--- config.mk ---
export PLATFORM = sky130hd
export DESIGN_NAME = dma_evt_status
export DESIGN_NICKNAME = d
export VERILOG_FILES = /design/src/rtl/dmastat_pkg.sv /design/src/rtl/dmastat_chan_or.sv /design/src/rtl/dmastat_sticky.sv /design/src/rtl/dmastat_irq.sv /design/src/rtl/dma_evt_status.sv
export SDC_FILE = /design/constraint.sdc
export NUM_CORES = 1
export LEC_CHECK = 0
export BUFFER_PORTS_ARGS = -buffer_cell sky130_fd_sc_hd__buf_2
export CAP_MARGIN = 20
export CORE_ASPECT_RATIO = 2
export CORE_UTILIZATION = 45
export DETAILED_ROUTE_END_ITERATION = 6
export PLACE_DENSITY = 0.85
export SETUP_SLACK_MARGIN = 0.5
export SYNTH_ARGS = -nofsm -noshare
export SYNTH_HDL_FRONTEND = slang
export SYNTH_SLANG_ARGS = --single-unit
--- constraint.sdc ---
create_clock -name clk_i -period 1.13 [get_ports clk_i]
set_input_delay 0.226 -clock clk_i [delete_from_list [all_inputs] [get_ports clk_i]]
set_output_delay 0.226 -clock clk_i [all_outputs]
set_load 0.02 [all_outputs]
--- src/rtl/dmastat_pkg.sv ---
package dmastat_pkg;
    localparam int STAT_W  = 16;
    localparam int RSVD_LO = 2;

    typedef logic [STAT_W-1:0] stat_t;

    localparam stat_t USED_MASK = {{(STAT_W-RSVD_LO){1'b1}}, {RSVD_LO{1'b0}}};

    typedef enum logic {
        SEL_STATUS = 1'b0,
        SEL_MASK   = 1'b1
    } reg_sel_e;

    typedef struct packed {
        stat_t mask;
        stat_t rdata;
    } host_state_t;

    typedef struct packed {
        logic pci;
        logic lb;
    } irq_state_t;
endpackage

--- src/rtl/dmastat_chan_or.sv ---
module dmastat_chan_or
    import dmastat_pkg::*;
#(
    parameter int NCHAN = 4
) (
    input  logic [NCHAN*STAT_W-1:0] ev_i,
    output stat_t                   any_o
);
    for (genvar gb = 0; gb < STAT_W; gb++) begin : g_bit
        logic [NCHAN-1:0] col;
        for (genvar gc = 0; gc < NCHAN; gc++) begin : g_chan
            assign col[gc] = ev_i[gc*STAT_W + gb];
        end
        assign any_o[gb] = |col;
    end
endmodule

--- src/rtl/dmastat_sticky.sv ---
module dmastat_sticky
    import dmastat_pkg::*;
(
    input  logic  clk_i,
    input  logic  rst_ni,
    input  stat_t set_i,
    input  logic  clr_i,
    output stat_t stat_o
);
    stat_t stat_d, stat_q;

    always_comb begin
        stat_d = clr_i ? '0 : stat_q;
        stat_d = (stat_d | set_i) & USED_MASK;
    end

    always_ff @(posedge clk_i or negedge rst_ni) begin
        if (!rst_ni) stat_q <= '0;
        else         stat_q <= stat_d;
    end

    assign stat_o = stat_q;
endmodule

--- src/rtl/dmastat_irq.sv ---
module dmastat_irq
    import dmastat_pkg::*;
(
    input  logic  clk_i,
    input  logic  rst_ni,
    input  stat_t stat_i,
    input  stat_t mask_i,
    input  logic  cfg_mode_i,
    output logic  pci_int_no,
    output logic  lb_int_no
);
    irq_state_t irq_d, irq_q;

    always_comb begin
        irq_d.pci = |(stat_i & mask_i);
        irq_d.lb  = irq_d.pci & cfg_mode_i;
    end

    always_ff @(posedge clk_i or negedge rst_ni) begin
        if (!rst_ni) irq_q <= '0;
        else         irq_q <= irq_d;
    end

    assign pci_int_no = ~irq_q.pci;
    assign lb_int_no  = ~irq_q.lb;
endmodule

--- src/rtl/dma_evt_status.sv ---
module dma_evt_status
    import dmastat_pkg::*;
#(
    parameter int NCHAN = 4
) (
    input  logic                    clk_i,
    input  logic                    rst_ni,
    input  logic [NCHAN*STAT_W-1:0] chan_ev_i,
    input  logic                    reg_req_i,
    input  logic                    reg_we_i,
    input  logic                    reg_addr_i,
    input  logic [STAT_W-1:0]       reg_wdata_i,
    output logic [STAT_W-1:0]       reg_rdata_o,
    input  logic                    lb_cfg_mode_i,
    output logic                    pci_int_no,
    output logic                    lb_int_no
);
    stat_t       ev_any_w;
    stat_t       stat_w;
    logic        rd_stat_w;
    logic        wr_mask_w;
    host_state_t host_d, host_q;

    assign rd_stat_w = reg_req_i & ~reg_we_i & (reg_sel_e'(reg_addr_i) == SEL_STATUS);
    assign wr_mask_w = reg_req_i &  reg_we_i & (reg_sel_e'(reg_addr_i) == SEL_MASK);

    dmastat_chan_or #(.NCHAN(NCHAN)) u_or (
        .ev_i  (chan_ev_i),
        .any_o (ev_any_w)
    );

    dmastat_sticky u_sticky (
        .clk_i  (clk_i),
        .rst_ni (rst_ni),
        .set_i  (ev_any_w),
        .clr_i  (rd_stat_w),
        .stat_o (stat_w)
    );

    always_comb begin
        host_d = host_q;
        if (wr_mask_w) host_d.mask = reg_wdata_i & USED_MASK;
        if (reg_req_i && !reg_we_i) begin
            host_d.rdata = (reg_sel_e'(reg_addr_i) == SEL_STATUS) ? stat_w : host_q.mask;
        end
    end

    always_ff @(posedge clk_i or negedge rst_ni) begin
        if (!rst_ni) host_q <= '0;
        else         host_q <= host_d;
    end

    dmastat_irq u_irq (
        .clk_i      (clk_i),
        .rst_ni     (rst_ni),
        .stat_i     (stat_w),
        .mask_i     (host_q.mask),
        .cfg_mode_i (lb_cfg_mode_i),
        .pci_int_no (pci_int_no),
        .lb_int_no  (lb_int_no)
    );

    assign reg_rdata_o = host_q.rdata;
endmodule

# Yosys cells after proc, flatten, opt, wreduce, memory -nomap -nowiden
# Cells that the tools add are included.
[op_classes]
muxes = 2
n_bitwise = 11
n_reduce_logical = 19
[op_table]
columns = ["operator", "n"]
rows = [
  ["4-bit OR reduction", 16],
  ["16-bit 2-to-1 mux", 2],
  ["16-bit AND", 1],
  ["16-bit OR", 1],
  ["16-bit OR reduction", 1],
  ["1-bit AND", 5],
  ["1-bit inverter", 4],
  ["1-bit logical AND", 1],
  ["1-bit zero test", 1],
]
[word_totals]
ff_bits = 46
inputBits = 86

# Logic depth before layout (Yosys ltp)
# Gate-level depths: netlist (run 1).
[depth]
depth_word = 5
mapped_depth = 6
mapped_depth_nobuf = 3

# Cells and area by module
# Synthesis (run 1) repeated with hierarchy kept, for this count alone.
[unflattened]
cells_unflattened = 164
hier_area_um2 = 2290.9
[modules_own_cells]
columns = ["module", "instances", "cells_per_inst", "area_per_inst_um2", "seq_area_each_um2"]
rows = [
  ["dma_evt_status", 1, 101, 1511.4, 750.7],
  ["dmastat_sticky", 1, 33, 494.2, 350.3],
  ["dmastat_irq", 1, 14, 165.2, 50.0],
  ["dmastat_chan_or", 1, 16, 120.1, 0.0],
]

# Least setup slack after synthesis (run 1)
# OpenSTA, ideal clock, no wires.
[synth_path]
path_kind = "in2reg"
startpoint = "input port reg_addr_i"
endpoint = "register host_q[22] in the netlist's numbering"
arrival_ps = 1063
required_time_ps = 1005
setup_slack_ps = -58
cell_stages = 4
path_cell_list = "buf_6 -> nand3_1 -> buf_2 -> mux2_2"
[synth_via]
elab_chain_cells = 1
[synth_lines]
columns = ["element", "line_no", "text"]
rows = [
  ["start, declared", "dma_evt_status.sv:11", "input logic reg_addr_i,"],
  ["1-bit AND", "dma_evt_status.sv:25", "assign wr_mask_w = reg_req_i & reg_we_i & (reg_sel_e'(reg_addr_i) == SEL_MASK);"],
  ["end signal, assigned", "dma_evt_status.sv:50", "else host_q <= host_d;"],
  ["end, declared", "dma_evt_status.sv:22", "host_state_t host_d, host_q;"],
]
# No other way between the ends.
# A chain may end at the register's enable or synchronous reset.

==> impl_metrics.csv, run 1 <==
group,metric,value,unit
detailed_routing,wl_met3,146,microns
synthesis,synth_edf_count,0,
detailed_routing,firstDrtPassIters,4,
detailed_routing,drc,0,
synthesis,synth_top_area_share,55.2,%
global_routing,track_usage,19.3,%
synthesis,synth_ff_type,"dfrtp_1",
cts,cts_tree,"done",
placed_design,dpl_cell_area,2420,sq um
setup_path,critPathBufInv,0,
detailed_routing,vias_per_cell,4.93,
floorplanning,ioPinCount,104,
floorplanning,initial_utilization,47.9,%
synthesis,yosysSeqAreaShare,55.2,%
detailed_routing,vias,1690,
final_layout,nNetsFinal,376,
final_layout,finalCoreUtilization,72.2,%
floorplanning,core,4170,sq um
timing,hold_violations,44,
timing,max_freq,0.904,GHz
cts,clockBufferDepth,2,
synthesis,synthCells,183,
synthesis,synth_top_area_cell,"dfrtp_1",
cts,cts_buffers,5,
setup_path,cp-startpoint,"host_q[24]",
timing,skew,0.00331,ns
final_layout,drive_gt1_share,60.5,%
timing,setup_viol,0,
final_layout,antenna_cells,0,
cts,clk_pin_slew,0.07,ns
floorplanning,fp-row-count,33,
synthesis,synth_seq_cells,44,
setup_path,r2r_slack,0.02,ns
detailed_routing,avgRoutedWirePerCell,13.3,microns
setup_path,cp_cell_sequence,"a22oi_2, and4_1, a41oi_1",
synthesis,async_reset_ff_share,100,%
min_path,hold_path.class,"input port to async pin",
setup_path,reg2reg_depth,3,
power_and_ir_drop,p_leak,1.53,nW
timing,finalCritPeriodShare,97.9,%
synthesis,yosysWarnings,0,
timing,whs,-0.103,ns
setup_path,crit_path_top_delay_cell,"dfrtp_1",
setup_path,path_max_fanout,3,
floorplanning,dieArea,4720,sq um
setup_path,max_stage_delay,0.40,ns
detailed_routing,wl,4.57,mm
timing,min_period,1.11,ns
setup_path,crit_path_end,"u_irq.irq_q[0]",
detailed_routing,drt_iter0_drc,34,
run_status,violations,"hold timing",
flow_run,max-cap-violations,0,
synthesis,yosys-top-cells-count,"44 x dfrtp_1, 42 x nand2_1, 16 x buf_4",
synthesis,avgSynthCellArea,10.9,sq um
power_and_ir_drop,ir_drop,1060,uV
global_routing,grt-ovfl-total,0,
placed_design,dpl.hpwl,3.13,mm
cts,cts_root_buffer,"clkbuf_8",
power_and_ir_drop,pwr_density_cell,1330,nW/um^2
setup_path,reg2reg_to,"u_irq.irq_q[0]",
setup_path,crit_type,"flip-flop to flip-flop",
timing,rsz0062_at_grt,"yes",
setup_path,end_kind,"flip-flop",
placed_design,gp_congestion,0.744,
floorplanning,fp.dieH,96.2,microns
final_layout,ff_latch_area,1100,sq um
setup_path,cp.depth,3,
floorplanning,die_x,49.1,microns
cts,htree_levels,2,
run_status,status,"finished with violations",
detailed_routing,top_layer,"met4",
final_layout,multi_input_area,862,sq um
synthesis,synth_cell_type_count,19,
detailed_routing,final_antenna_net_count,0,
timing,finalMaxSlewViolations,0,
cts,clock_latency,0.29,ns
global_routing,antenna_found_initial,0,
final_layout,fill_cells,301,
setup_path,worstReg2RegStart,"host_q[24]",
synthesis,synth_area_leaders,"dfrtp_1 55%, mux2_2 7.9%, nand2_1 7.9%",
final_layout,fin_area,3010,sq um
detailed_routing,wl_met1,1.68,mm
setup_path,start_kind,"flip-flop",
detailed_routing,route.met2.wl,2.59,mm
setup_path,cp_top_family,"flip-flops",
placed_design,io_buffers,91,
synthesis,syn_area,2000,sq um
setup_path,required,1.28,ns
global_routing,grt_first_pass_wirelength,6.80,mm
setup_path,arrival,1.26,ns
final_layout,areaGrowthSynthToFinish,51.0,%
global_routing,grt_pass1_vias,1591,
cts,cts_num_sinks,44,
global_routing,grt_max_degree,45,
synthesis,post-synth-top-count-cell,"dfrtp_1",
-- layout make-up --
class | count | area share, %
Tap cell | 52 | 2.16
Timing Repair Buffer | 123 | 29.3
Sequential cell | 44 | 36.5
Multi-Input combinational cell | 113 | 28.6
Inverter | 3 | 0.374
Clock buffer | 8 | 2.99
-- worst register-to-register path: cells and delay by family (launching register included) --
kind	cells	cell delay (ns)
DFF	1	0.40
AOI/OAI and AO/OA	2	0.32
and+or+nand+nor	1	0.25
-- layout by cell type (no fill, tap or decap), types with 3 or more instances in the layout --
master	n
buf_6	30
o21ai_2	4
o21ai_1	9
a22oi_2	3
mux2i_1	14
buf_4	18
buf_2	72
a22oi_1	4
mux2_4	10
clkbuf_8	6
dfrtp_1	44
nor4_1	14
mux2_2	4
nand2_1	21
nand2_2	19
-- cells by family after synthesis --
family / share of synthesized area [%]
other: 0.188
and+or+nand+nor: 14.0
muxes: 14.9
DFF: 55.2
buffers and inverters: 9.09
AOI/OAI and AO/OA: 6.58
-- repair_timing --
action                                  in CTS  in global routing
endpoints found under the setup margin      60                 60
pin swaps                                    6                  5
resized for setup                           68                 35
hold endpoints to repair                    44                 44
setup buffers                               15                 10
-- sequential cells by signal, indices dropped and copies added, names as in the netlist --
name and flops:
u_irq.irq_q 2, host_q 14, u_sticky.stat_o 14, reg_rdata_o 14
-- per-stage QoR --
step | setup slack [ns] | power, W | setup TNS (ns) | hold slack (ns) | cells
after global placement | -0.0146 | 0.00257 | -0.0694 | 0.212 | 310
after floorplan | -0.0249 | 0.00247 | -0.249 | -0.0696 | 184
final | 0.0233 | 0.00401 | 0 | -0.103 | 343
after global routing | -0.0396 | 0.00421 | -0.0587 | -0.0889 | 343
after CTS | 0.0642 | 0.00385 | 0 | -0.0962 | 333
after detailed placement | -0.0169 | 0.00260 | -0.0966 | 0.218 | 310
-- worst min path at each step --
| stage | endpoint | cells past startpoint | slack (ns) | startpoint |
|---|---|---|---|---|
| floorplan | host_q[18] | 0 | -0.07 | rst_ni |
| global placement | reg_rdata_o[5] | 2 | 0.21 | rst_ni |
| detailed placement | reg_rdata_o[9] | 2 | 0.22 | rst_ni |
| CTS | reg_rdata_o[9] | 2 | -0.1 | rst_ni |
| global route | u_sticky.stat_o[5] | 2 | -0.09 | rst_ni |
| finish | host_q[24] | 2 | -0.10 | rst_ni |
-- routing by layer --
| metal | global-route usage [%] | vias to the layer above |
|---|---|---|
| met5 | 0 | - |
| met4 | 10.0 | 0 |
| met3 | 3.79 | 12 |
| met2 | 35.4 | 51 |
| met1 | 20.5 | 793 |
| li1 | - | 834 |
-- where the power goes --
group | internal [W] | switching [W] | total [W]
Combinational | 0.000689 | 0.000446 | 0.00113
Clock | 0.000498 | 0.000471 | 0.000969
Sequential | 0.00176 | 0.000153 | 0.00191
Power figures use the tool's default switching activity.
==> run 2: changes to the inputs <==
==> constraint.sdc (replaced) <==
create_clock -name clk_i -period 1.1 [get_ports clk_i]
set_input_delay 0.22 -clock clk_i [delete_from_list [all_inputs] [get_ports clk_i]]
set_output_delay 0.22 -clock clk_i [all_outputs]
set_load 0.02 [all_outputs]
==> run 2 against run 1 <==
Against the previous run: count of clock-buffer cells in the layout is 3 lower; cell count is 1.2% higher; critical path depth stayed put; maximum frequency is 0.41% higher; sequential power is 3% higher; the flow finishes with violations (hold timing, setup timing); die area stayed put; largest power group unchanged.
==> impl_metrics.csv, run 2 (synthesis gave the netlist of run 1 again) <==
group,metric,value,unit
setup_path,crit_type,"flip-flop to flip-flop",
final_layout,multi_input_area,882,sq um
run_status,status,"finished with violations",
final_layout,fill_cells,290,
final_layout,layout_common_cells,"72 x buf_2, 44 x dfrtp_1, 34 x buf_6, 21 x nand2_1, 20 x buf_4",
timing,layout_setup_ws,-0.00213,ns
detailed_routing,final_antenna_net_count,0,
global_routing,track_usage,21.5,%
setup_path,arrival,1.27,ns
timing,finalMaxSlewViolations,0,
global_routing,met1_usage,21.3,%
global_routing,grt_pass1_vias,1636,
setup_path,end_kind,"flip-flop",
timing,finalCritPeriodShare,100,%
floorplanning,fp.dieH,96.2,microns
floorplanning,initial_utilization,47.9,%
global_routing,grtUsageMet2,39.8,%
floorplanning,die_x,49.1,microns
cts,cts_tree,"done",
cts,cts_num_sinks,44,
placed_design,dpl.cell_count,316,
global_routing,grt_max_degree,45,
timing,hold_violations,44,
setup_path,worstReg2RegStart,"u_sticky.stat_o[9]",
cts,cts_buffers,5,
flow_run,max-cap-violations,0,
timing,skew,0.00453,ns
setup_path,r2r_slack,-0.002,ns
final_layout,areaGrowthSynthToFinish,54.7,%
power_and_ir_drop,p_leak,1.57,nW
global_routing,use_met3,5.06,%
setup_path,reg2reg_to,"u_irq.irq_q[0]",
cts,cts_root_buffer,"clkbuf_8",
timing,min_period,1.10,ns
min_path,hold_path.class,"input port to async pin",
timing,whs,-0.110,ns
detailed_routing,drc,0,
placed_design,io_buffers,91,
floorplanning,fp-row-count,33,
detailed_routing,wl,5.26,mm
detailed_routing,firstDrtPassIters,4,
timing,rsz0062_at_grt,"yes",
final_layout,fin_cells,347,
detailed_routing,vias_per_cell,5.09,
timing,finalSetupTns,-0.00213,ns
floorplanning,dieArea,4720,sq um
cts,clockBufferDepth,2,
cts,clk_pin_slew,0.07,ns
global_routing,grt-busiest-layer,"met2",
final_layout,antenna_cells,0,
placed_design,gp_congestion,0.748,
global_routing,grt-ovfl-total,0,
detailed_routing,avgRoutedWirePerCell,15.2,microns
floorplanning,core,4170,sq um
placed_design,dpl.hpwl,3.36,mm
final_layout,mostFrequentLayoutCell,"buf_2",
global_routing,grt_first_pass_wirelength,7.38,mm
cts,htree_levels,2,
setup_path,required,1.26,ns
final_layout,drive_gt1_share,61.7,%
power_and_ir_drop,pwr_density_cell,1310,nW/um^2
timing,setup_viol,1,
final_layout,nNetsFinal,383,
floorplanning,ioPinCount,104,
run_status,violations,"hold timing, setup timing",
timing,max_freq,0.907,GHz
cts,clock_latency,0.30,ns
global_routing,antenna_found_initial,0,
final_layout,ff_latch_area,1100,sq um
detailed_routing,vias,1765,
placed_design,dp_slack,-0.0616,ns
power_and_ir_drop,ir_drop,985,uV
setup_path,reg2reg_depth,3,
setup_path,path_max_fanout,2,
detailed_routing,drt_iter0_drc,29,
setup_path,start_kind,"flip-flop",
[run 2: changes by cell type in the layout (fill, tap and decap cells not counted), moves of 2 or more]
cell | previous run | this run
buf_6 | 30 | 34
o21ai_1 | 9 | 13
o21ai_2 | 4 | 1
buf_4 | 18 | 20
clkbuf_1 | 2 | 0
mux2_2 | 4 | 2
mux2_4 | 10 | 12
nand2_2 | 19 | 17
nand2_4 | 2 | 4
[run 2: per-layer routing]
metal,vias to the layer above,share of wire (%),wire length [microns]
met3,13,3.4,181
met4,0,2.9,153
met2,63,57,3020
met5,-,0,0
met1,851,36,1910
li1,838,-,-
[run 2: timing repair]
action,4_1_cts,5_1_grt
pin swaps,11,10
endpoints found under the setup margin,60,60
buffers inserted,8,18
endpoints found under the hold margin,44,44
resized for setup,72,41
[run 2: worst max path at each step]
| stage | start | cells after the start | end |
|---|---|---|---|
| 6_report | u_sticky.stat_o[9] | 3 | u_irq.irq_q[0] |
| 5_1_grt | host_q[19] | 3 | u_irq.irq_q[1] |
| 4_1_cts | host_q[30] | 3 | u_irq.irq_q[0] |
| 3_5_place_dp | reg_we_i | 5 | u_sticky.stat_o[2] |
| 3_3_place_gp | reg_we_i | 5 | u_sticky.stat_o[2] |
| 2_1_floorplan | reg_addr_i | 6 | u_sticky.stat_o[11] |
[run 2: where the power goes]
part | total, W | leakage (nW) | switching (W) | internal [W]
clock network | 0.000889 | 0.0359 | 0.000480 | 0.000409
logic | 0.00120 | 1.06 | 0.000482 | 0.000717
registers | 0.00196 | 0.476 | 0.000160 | 0.00180
total | 0.00405 | 1.57 | 0.00112 | 0.00293
[run 2: through the flow]
step	power (W)	hold slack [ns]	util [%]	area (sq um)
2_1_floorplan	0.00253	-0.0756	-	2090
3_3_place_gp	0.00265	0.205	59.2	2470
3_5_place_dp	0.00269	0.212	59.2	2470
4_1_cts	0.00380	-0.108	67.1	2800
5_1_grt	0.00424	-0.0963	74.0	3090
6_report	0.00405	-0.110	74.0	3090
[run 2: cell type report]
class / count / area share [%]
clock buffers: 5 / 2.23
inverters: 3 / 0.365
multi-input cells: 113 / 28.6
well taps: 52 / 2.11
flip-flops and latches: 44 / 35.7
repair buffers: 130 / 31.0
[run 2: critical path: stages, from the launching register on]
cell and delay (ns):
dfrtp_1 0.40, a22oi_2 0.23, and4_4 0.26, a41oi_2 0.08
